`src/rtl/ddr2_wr_gate_pkg.sv`:
```
package ddr2_wr_gate_pkg;

   typedef enum logic [2:0] {
      CMD_WR   = 3'd0,
      CMD_WRA  = 3'd1,
      CMD_RD   = 3'd2,
      CMD_RDA  = 3'd3,
      CMD_PRE  = 3'd4,
      CMD_ACT  = 3'd5,
      CMD_RSV6 = 3'd6,
      CMD_RSV7 = 3'd7
   } cmd_code_e;

   function automatic logic code_is_write(input logic [2:0] c);
      return (c == CMD_WR) || (c == CMD_WRA);
   endfunction

   function automatic logic code_is_read(input logic [2:0] c);
      return (c == CMD_RD) || (c == CMD_RDA);
   endfunction

   function automatic logic code_is_rowcmd(input logic [2:0] c);
      return (c == CMD_PRE) || (c == CMD_ACT);
   endfunction

endpackage

```
`src/rtl/wgate_cfg_hold.sv`:
```
module wgate_cfg_hold #(
   parameter int CL_W   = 4,
   parameter int TWTR_W = 4,
   parameter int TWR_W  = 4
) (
   input  logic              clk,
   input  logic              rst_n,
   input  logic              upd,
   input  logic              in_bl8,
   input  logic [CL_W-1:0]   in_cl,
   input  logic [TWTR_W-1:0] in_twtr,
   input  logic [TWR_W-1:0]  in_twr,
   output logic              cur_bl8,
   output logic [CL_W-1:0]   cur_cl,
   output logic [TWTR_W-1:0] cur_twtr,
   output logic [TWR_W-1:0]  cur_twr
);

   localparam logic [CL_W-1:0]   RST_CL   = CL_W'(3);
   localparam logic [TWTR_W-1:0] RST_TWTR = TWTR_W'(2);
   localparam logic [TWR_W-1:0]  RST_TWR  = TWR_W'(3);

   // Settings change only between bursts, never under a running one.
   always_ff @(posedge clk) begin
      if (!rst_n) begin
         cur_bl8  <= 1'b0;
         cur_cl   <= RST_CL;
         cur_twtr <= RST_TWTR;
         cur_twr  <= RST_TWR;
      end else if (upd) begin
         cur_bl8  <= in_bl8;
         cur_cl   <= in_cl;
         cur_twtr <= in_twtr;
         cur_twr  <= in_twr;
      end
   end

endmodule

```
`src/rtl/wgate_burst_track.sv`:
```
module wgate_burst_track #(
   parameter int CL_W   = 4,
   parameter int TWTR_W = 4,
   parameter int TWR_W  = 4,
   parameter int BANK_W = 3,
   parameter int CNT_W  = 6
) (
   input  logic              clk,
   input  logic              rst_n,
   input  logic              wr_fire,
   input  logic              wr_is_ap,
   input  logic [BANK_W-1:0] wr_bank,
   input  logic              cur_bl8,
   input  logic [CL_W-1:0]   cur_cl,
   input  logic [TWTR_W-1:0] cur_twtr,
   input  logic [TWR_W-1:0]  cur_twr,
   output logic              have_wr,
   output logic [CNT_W-1:0]  elapsed,
   output logic              in_window,
   output logic              trunc_ok,
   output logic              l_bl8,
   output logic [CL_W-1:0]   l_cl,
   output logic [TWTR_W-1:0] l_twtr,
   output logic [TWR_W-1:0]  l_twr,
   output logic [BANK_W-1:0] l_bank
);

   localparam logic [CNT_W-1:0] CNT_MAX = '1;

   logic [CNT_W-1:0] l_half;

   // elapsed == k in the k-th cycle after the write strobe; saturates.
   always_ff @(posedge clk) begin
      if (!rst_n) begin
         have_wr <= 1'b0;
         elapsed <= '0;
         l_bl8   <= 1'b0;
         l_cl    <= '0;
         l_twtr  <= '0;
         l_twr   <= '0;
         l_bank  <= '0;
      end else if (wr_fire) begin
         have_wr <= 1'b1;
         elapsed <= CNT_W'(1);
         l_bl8   <= cur_bl8;
         l_cl    <= cur_cl;
         l_twtr  <= cur_twtr;
         l_twr   <= cur_twr;
         l_bank  <= wr_bank;
      end else if (elapsed != CNT_MAX) begin
         elapsed <= elapsed + CNT_W'(1);
      end
   end

   assign l_half = l_bl8 ? CNT_W'(4) : CNT_W'(2);

   // The strobe cycle of a write is position 0 of its window.
   assign in_window = wr_fire || (have_wr && (elapsed < l_half));

   // Only the midpoint of an eight-beat burst without auto precharge can be cut.
   assign trunc_ok = wr_fire && cur_bl8 && !wr_is_ap;

endmodule

```
`src/rtl/wgate_gap_rules.sv`:
```
module wgate_gap_rules
   import ddr2_wr_gate_pkg::*;
#(
   parameter int CL_W     = 4,
   parameter int TWTR_W   = 4,
   parameter int TWR_W    = 4,
   parameter int BANK_W   = 3,
   parameter int GW       = 7,
   parameter int TWTR_MIN = 2
) (
   input  logic [2:0]        h_type,
   input  logic [BANK_W-1:0] h_bank,
   input  logic              h_trunc,
   input  logic              l_bl8,
   input  logic [CL_W-1:0]   l_cl,
   input  logic [TWTR_W-1:0] l_twtr,
   input  logic [TWR_W-1:0]  l_twr,
   input  logic [BANK_W-1:0] l_bank,
   output logic [GW-1:0]     min_gap
);

   logic [GW-1:0] half, wlat, wtr, rec;

   always_comb begin
      half = l_bl8 ? GW'(4) : GW'(2);
      wlat = (l_cl == '0) ? '0 : (GW'(l_cl) - GW'(1));
      wtr  = (GW'(l_twtr) < GW'(TWTR_MIN)) ? GW'(TWTR_MIN) : GW'(l_twtr);
      rec  = GW'(l_twr);
      if (h_trunc) begin
         min_gap = GW'(2);
      end else if (code_is_write(h_type)) begin
         min_gap = half;
      end else if (code_is_read(h_type)) begin
         min_gap = wlat + half + wtr;
      end else if (code_is_rowcmd(h_type) && (h_bank == l_bank)) begin
         min_gap = wlat + half + rec;
      end else begin
         min_gap = GW'(1);
      end
   end

endmodule

```
`src/rtl/ddr2_wr_gate.sv`:
```
module ddr2_wr_gate
   import ddr2_wr_gate_pkg::*;
#(
   parameter int CL_W     = 4,
   parameter int TWTR_W   = 4,
   parameter int TWR_W    = 4,
   parameter int BANK_W   = 3,
   parameter int CNT_W    = 6,
   parameter int TWTR_MIN = 2
) (
   input  logic              clk,
   input  logic              rst_n,
   input  logic              cfg_bl8,
   input  logic [CL_W-1:0]   cfg_cl,
   input  logic [TWTR_W-1:0] cfg_twtr,
   input  logic [TWR_W-1:0]  cfg_twr,
   input  logic              cmd_valid,
   output logic              cmd_ready,
   input  logic [2:0]        cmd_type,
   input  logic [BANK_W-1:0] cmd_bank,
   input  logic              cmd_intr,
   output logic              out_valid,
   output logic [2:0]        out_type,
   output logic [BANK_W-1:0] out_bank,
   output logic              viol
);

   localparam int GW      = CNT_W + 1;
   localparam int TWTR_HI = ((2 ** TWTR_W) - 1 > TWTR_MIN) ? (2 ** TWTR_W) - 1 : TWTR_MIN;
   localparam int RD_WORST  = (2 ** CL_W) - 2 + 4 + TWTR_HI;
   localparam int REC_WORST = (2 ** CL_W) - 2 + 4 + (2 ** TWR_W) - 1;
   localparam int GAP_WORST = (RD_WORST > REC_WORST) ? RD_WORST : REC_WORST;

   generate
      if (CL_W < 2 || TWTR_W < 2 || TWR_W < 2) begin : g_bad_cfg_width
         $fatal(1, "configuration fields need at least 2 bits");
      end
      if (BANK_W < 1) begin : g_bad_bank
         $fatal(1, "bank field needs at least 1 bit");
      end
      if ((2 ** CNT_W) - 1 < GAP_WORST) begin : g_bad_cnt
         $fatal(1, "gap counter too narrow for the largest delay");
      end
   endgenerate

   logic              hold_vld, hold_trunc;
   logic [2:0]        hold_type;
   logic [BANK_W-1:0] hold_bank;

   logic              cur_bl8;
   logic [CL_W-1:0]   cur_cl;
   logic [TWTR_W-1:0] cur_twtr;
   logic [TWR_W-1:0]  cur_twr;

   logic              have_wr, in_window, trunc_ok, l_bl8;
   logic [CNT_W-1:0]  elapsed;
   logic [CL_W-1:0]   l_cl;
   logic [TWTR_W-1:0] l_twtr;
   logic [TWR_W-1:0]  l_twr;
   logic [BANK_W-1:0] l_bank;
   logic [GW-1:0]     min_gap, gap_next;

   logic wr_fire, accept, refuse, take_trunc, go;

   wgate_cfg_hold #(.CL_W(CL_W), .TWTR_W(TWTR_W), .TWR_W(TWR_W)) u_cfg (
      .clk(clk), .rst_n(rst_n), .upd(!hold_vld && !in_window),
      .in_bl8(cfg_bl8), .in_cl(cfg_cl), .in_twtr(cfg_twtr), .in_twr(cfg_twr),
      .cur_bl8(cur_bl8), .cur_cl(cur_cl), .cur_twtr(cur_twtr), .cur_twr(cur_twr)
   );

   assign wr_fire = out_valid && code_is_write(out_type);

   wgate_burst_track #(.CL_W(CL_W), .TWTR_W(TWTR_W), .TWR_W(TWR_W),
                       .BANK_W(BANK_W), .CNT_W(CNT_W)) u_track (
      .clk(clk), .rst_n(rst_n),
      .wr_fire(wr_fire), .wr_is_ap(out_type == CMD_WRA), .wr_bank(out_bank),
      .cur_bl8(cur_bl8), .cur_cl(cur_cl), .cur_twtr(cur_twtr), .cur_twr(cur_twr),
      .have_wr(have_wr), .elapsed(elapsed), .in_window(in_window), .trunc_ok(trunc_ok),
      .l_bl8(l_bl8), .l_cl(l_cl), .l_twtr(l_twtr), .l_twr(l_twr), .l_bank(l_bank)
   );

   wgate_gap_rules #(.CL_W(CL_W), .TWTR_W(TWTR_W), .TWR_W(TWR_W), .BANK_W(BANK_W),
                     .GW(GW), .TWTR_MIN(TWTR_MIN)) u_rules (
      .h_type(hold_type), .h_bank(hold_bank), .h_trunc(hold_trunc),
      .l_bl8(l_bl8), .l_cl(l_cl), .l_twtr(l_twtr), .l_twr(l_twr), .l_bank(l_bank),
      .min_gap(min_gap)
   );

   assign cmd_ready  = !hold_vld;
   assign accept     = cmd_valid && !hold_vld;
   assign refuse     = accept && cmd_intr && in_window &&
                       !(trunc_ok && code_is_write(cmd_type));
   assign take_trunc = accept && cmd_intr && in_window && !refuse;

   // Gap the held command would have if it issued in the next cycle.
   assign gap_next = {1'b0, elapsed} + GW'(1);
   assign go       = hold_vld && (!have_wr || (gap_next >= min_gap));

   always_ff @(posedge clk) begin
      if (!rst_n) begin
         hold_vld   <= 1'b0;
         hold_trunc <= 1'b0;
         hold_type  <= '0;
         hold_bank  <= '0;
         out_valid  <= 1'b0;
         out_type   <= '0;
         out_bank   <= '0;
         viol       <= 1'b0;
      end else begin
         out_valid <= go;
         viol      <= refuse;
         if (go) begin
            out_type <= hold_type;
            out_bank <= hold_bank;
            hold_vld <= 1'b0;
         end else if (accept && !refuse) begin
            hold_vld   <= 1'b1;
            hold_type  <= cmd_type;
            hold_bank  <= cmd_bank;
            hold_trunc <= take_trunc;
         end
      end
   end

endmodule

```
`config.mk`:
```
export PLATFORM = sky130hd
export DESIGN_NAME = ddr2_wr_gate
export DESIGN_NICKNAME = d
export VERILOG_FILES = /design/src/rtl/ddr2_wr_gate_pkg.sv /design/src/rtl/wgate_cfg_hold.sv /design/src/rtl/wgate_burst_track.sv /design/src/rtl/wgate_gap_rules.sv /design/src/rtl/ddr2_wr_gate.sv
export SDC_FILE = /design/constraint.sdc
export NUM_CORES = 1
export LEC_CHECK = 0
export BUFFER_PORTS_ARGS = -buffer_cell sky130_fd_sc_hd__buf_4
export CAP_MARGIN = 10
export CORE_ASPECT_RATIO = 0.5
export CORE_MARGIN = 2
export CORE_UTILIZATION = 62
export DETAILED_ROUTE_END_ITERATION = 10
export GPL_TIMING_DRIVEN = 0
export PLACE_DENSITY_LB_ADDON = 0.2
export SYNTH_ARGS = -nofsm -noshare
export SYNTH_HDL_FRONTEND = slang
export SYNTH_SLANG_ARGS = --single-unit
export TNS_END_PERCENT = 5
```
`constraint.sdc`:
```
create_clock -name clk -period 6.1 [get_ports clk]
set_input_delay 0.305 -clock clk [delete_from_list [all_inputs] [get_ports clk]]
set_output_delay 0.305 -clock clk [all_outputs]
set_load 0.05 [all_outputs]
```
# Word level (Yosys, flattened, before mapping)
# Cells that the tools add are included.
# word_totals
elab_cells	85
regBits	52
# op_classes
magnitude_cmp	3
n_eq_ne	9
bitwise_logic	2
add_sub_neg	6
n_reduce_logical	35
n_mux	10
# op_table
operator	count
2-to-1 mux 7 bit	5
adder 7 bit	2
logical AND 1 bit	14
== test 3 x 1 -> 1 bit (second input constant)	3
zero test 3 bit	3
adder 6 x 1 -> 7 bit (second input constant)	1
adder 7 x 4 -> 7 bit	1
>= comparator 7 bit	1
logical OR 1 bit	7
adder 6 x 1 -> 6 bit (second input constant)	1
== test 3 x 2 -> 1 bit (second input constant)	2
== test 3 bit (second input constant)	2
zero test 1 bit	6
less-than comparator 6 x 3 -> 1 bit	1
2-to-1 mux 3 bit	2
!= test 6 bit (second input constant)	1
subtractor 4 x 1 -> 5 bit (second input constant)	1
zero test 4 bit	1
less-than comparator 4 x 2 -> 1 bit (second input constant)	1
2-to-1 mux 4 bit	1
OR reduction 2 bit	2
== test 3 bit	1
2-to-1 mux 1 bit	2
NOT 1 bit	2
2 further kinds	2

# Longest topological paths before layout
# logic_depth
ltp_word	13
mapped_depth	17

# Modules after synthesis
# A second synthesis with hierarchy kept.
# unflattened
cells_unflattened	325
hier_area_um2	2974.1
# by_module_without_submodules
module	seq_area_each_um2	cells_each	n_inst	area_each_um2
wgate_burst_track	460.4	95	1	972.2
ddr2_wr_gate	320.3	104	1	882.1
wgate_gap_rules	0.0	84	1	625.6
wgate_cfg_hold	260.2	42	1	494.2

# Least setup slack after synthesis
# No wires, ideal clock.
# synth_path
path_kind	register to register
startpoint	register u_track.l_cl[0]
endpoint	register hold_vld
path_slack_ns	2.300
setup_ns	0.066
synth_period_minus_slack_ns	3.800
stages_incl_launch_ff	15
arrival_ns	3.735
path_cell_list	dfxtp_1 nor2_1 mux2_2 fa_1 xnor2_1 ha_1 a221oi_1 xnor2_1 a22oi_1 ha_1 and3_1 a221o_1 a221oi_2 o21ai_0 nor2_1
# synth_via
elab_chain_cells	12
elab_cells_between_ends	14
# synth_rtl
item	line	text
from (decl)	wgate_burst_track.sv:22	output logic [CL_W-1:0] l_cl,
from (signal assigned)	wgate_burst_track.sv:46	l_cl <= cur_cl;
subtractor 4 x 1 -> 5 bit / zero test 4 bit (equally long branches)	wgate_gap_rules.sv:26	wlat = (l_cl == '0) ? '0 : (GW'(l_cl) - GW'(1));
2-to-1 mux 7 bit (*)	wgate_gap_rules.sv:26	
adder 7 bit (*)	wgate_gap_rules.sv:34, wgate_gap_rules.sv:36	
adder 7 x 4 -> 7 bit	wgate_gap_rules.sv:36	min_gap = wlat + half + rec;
2-to-1 mux 7 bit	wgate_gap_rules.sv:35	end else if (code_is_rowcmd(h_type) && (h_bank == l_bank)) begin
2-to-1 mux 7 bit (*)	wgate_gap_rules.sv:33	end else if (code_is_read(h_type)) begin
2-to-1 mux 7 bit (*)	wgate_gap_rules.sv:31	end else if (code_is_write(h_type)) begin
2-to-1 mux 7 bit (*)	wgate_gap_rules.sv:29	if (h_trunc) begin
>= comparator 7 bit (*)	ddr2_wr_gate.sv:97	assign go = hold_vld && (!have_wr || (gap_next >= min_gap));
logical OR 1 bit (*)	ddr2_wr_gate.sv:97	
logical AND 1 bit (*)	ddr2_wr_gate.sv:97	
OR reduction 2 bit (no source line) (*)	n/a	
to (signal assigned)	ddr2_wr_gate.sv:101	hold_vld <= 1'b0;
to (signal assigned)	ddr2_wr_gate.sv:115	hold_vld <= 1'b0;
to (signal assigned)	ddr2_wr_gate.sv:117	hold_vld <= 1'b1;
to (decl)	ddr2_wr_gate.sv:46	logic hold_vld, hold_trunc;
# Mark *: on every way between the ends. The rest lies on a longest branch, timed or not.
# A chain may end at the register's enable or synchronous reset.

# Worst setup path in the final report
# Ends and elaborated chain as after synthesis.

==> results.txt <==
Clock latency on the worst-skew pair - 310 ps
Synth cell types - 48
Vias - 2404
Chip width - 97.6 µm
Max Cap Viol - 0
Core area - 4040 µm²
Number of global-route vias before repair - 2291
Hold path cells - 3
Hold-fix buffers, CTS - 0
Area share of the largest cell type after synthesis - 38.3%
Synthesized net count - 361
LEAKAGE - 1.34 nW
Fraction of the yosys area taken by sequential cells - 38.3%
Actual slew at the worst max-slew pin - 825 ps
Min-delay worst type - primary input to flop
Clock period minus worst slack - 4420 ps
Routed wire length - 6690 µm
Max_slew headroom - 44.6%
Placed insts - 399
# IOs - 32
Cell taking the most area after synthesis - dfxtp_1
Run status - finished, final reports clean
Initial antenna violation count - 0
ANT nets after route - 0
Slew Viols, Final - 0
Top area cells in the synthesized netlist - dfxtp_1 38%, ha_1 9.2%, nand2_1 8.0%
Global-route wire length before repair - 10800 µm
Wirelength per Cell - 16.4 µm
Fin Setup TNS - 0 ps
Clock skew - 10.9 ps
Total power - 769 µW
Pre-antenna DRT Iters - 6
Nets - 398
Fin cells - 407
H-tree levels - 2
Crit Path Category - flop to flop
Critical Path Start Type - flop
Cell depth of the worst flop-to-flop path - 14
Most frequent cells in the layout - 58 x nand2_1, 52 x dfxtp_1, 30 x buf_4
Worst vdd ir - 0.146 mV
Die area - 4960 µm²
Critical path data arrival time - 4660 ps
Clk slew on worst S/H paths - 100 ps
Vias per cell - 5.91
Final Wtd Congestion - 0.910
Total gr overflow - 0
Final Cycle Share - 72.4%
Clock Tree Root - clkbuf_8
Crit path capture type - flop
Chip height - 50.8 µm
Antenna cell count - 0
Synthesized netlist cell count - 315
Number of port buffers - 30
Yosys warning count - 0
Global Route met1 Usage - 38.8%
Fmax - 226 MHz
Met2 GRT Util - 46.3%
CTS Sinks - 52
Layout cells sized above 1 - 17.3%
Number of synthesized flops with an enable pin - 0
# setup viols final - 0
#FFs+latches synth - 52
Commonest non-fill, non-tap cell in the layout - nand2_1
Num rows - 16
CTS tree - built
RSZ-0062 raised after global routing - no
Total CTS buffers - 5
Post_cts resized - 0
Synthesized area per cell - 8.63 µm²
Pwr per Cell Area - 248 nW/µm²
Area Growth Syn to Fin - 14.1%
Drt initial violations - 245
Predominant post-synthesis flop cell - dfxtp_1
Asr flop ratio synth - 0%
Detail Placement HPWL - 5260 µm
Clock buffer depth - 2
Synthesized area - 2720 µm²
GRT Total Usage - 27.9%
CP Max Fanout - 7
Setup Buffers After CTS - 0
Reg-to-reg slack, setup - 1680 ps
Busiest grt layer - met2
Endpoints failing hold - 0
Grt met3 use - 6.02%
Largest net degree at the start of global routing - 18
Detailed-route DRC error count - 0
Data required time of the worst path - 6340 ps
Initial Util - 67.2%
-- cell type report --
cell class,instances,area (µm²)
multi-input cells,237,1570
inverters,11,41.3
flip-flops and latches,52,1040
clock buffers,5,68.8
fillers,290,943
well taps,54,67.6
plain buffers,15,65.1
repair buffers,30,225
clock inverters,3,21.3
-- registers in the layout (all words and copies together), names as in the netlist --
signal / cells
out_bank: 3
u_track.l_cl: 4
hold_vld: 1
u_track.l_bank: 3
hold_type: 3
u_track.have_wr: 1
u_cfg.cur_bl8: 1
hold_trunc: 1
u_track.l_bl8: 1
out_valid: 1
u_track.l_twr: 4
u_track.l_twtr: 4
u_cfg.cur_twtr: 4
out_type: 3
u_track.elapsed: 6
hold_bank: 3
viol: 1
u_cfg.cur_twr: 4
u_cfg.cur_cl: 4
-- worst paths after layout --
path	end	from
worst max register to register	hold_vld	u_track.l_cl[0]
worst max-delay path	hold_vld	u_track.l_cl[0]
worst min register to register	hold_type[0]	hold_type[0]
worst min-delay path	u_cfg.cur_twr[0]	cfg_twr[0]
-- routing by layer --
layer	up-vias	wire (µm)
met3	12	517
met2	100	3010
met1	1117	3100
met5	-	0
met4	0	55
li1	1175	-
-- stage by stage --
stage                     hold WS, ps  area, µm²  setup WS (ps)  utilization (%)
final                             202       3100           1680             76.7
after global routing              200       3100           1330             76.7
after CTS                         204       3100           1710             76.7
after detailed placement          453       3010           1750             74.4
after global placement            444       3010           1900             74.4
after floorplan                   414       2720           2300                -
-- power by group --
group	internal, mW	total, mW	switching, mW
clock network	0.0817	0.199	0.117
registers	0.365	0.393	0.0274
logic	0.0727	0.177	0.104
total	0.520	0.769	0.249
-- critical path, stage by stage, from the launching register on --
cell	delay (ps)
dfxtp_1	370
nor2_1	180
mux2_2	390
fa_1	420
xnor2_1	300
ha_1	320
a221oi_1	330
xnor2_1	160
a22oi_1	110
ha_1	300
and3_1	210
a221o_1	360
a221oi_2	600
o21ai_0	180
nor2_1	120
-- synth_stat cells (all sizes together), types with 5 or more instances --
master  number
mux2i        6
a21oi       23
nand2       58
dfxtp       52
xnor2       10
inv         11
nor3         9
buf          5
a22o         6
nor2        16
o21ai       21
nand3       18
clkbuf      10
a21o         5
ha          20
-- cells by family (layout without fill, tap and decap cells) --
group                      count (synthesis)  after routing  share of synthesized area [%]
AOI/OAI and AO/OA                         73             73                           18.1
xor gates and xnor gates                  14             14                           4.51
adders and majority gates                 23             23                           11.4
buffers and inverters                     26             64                           3.91
DFF                                       52             52                           38.3
muxes                                      7              7                           2.62
other                                      1              1                          0.138
and+or+nand+nor                          119            119                           20.9
Power figures use the tool's default switching activity.
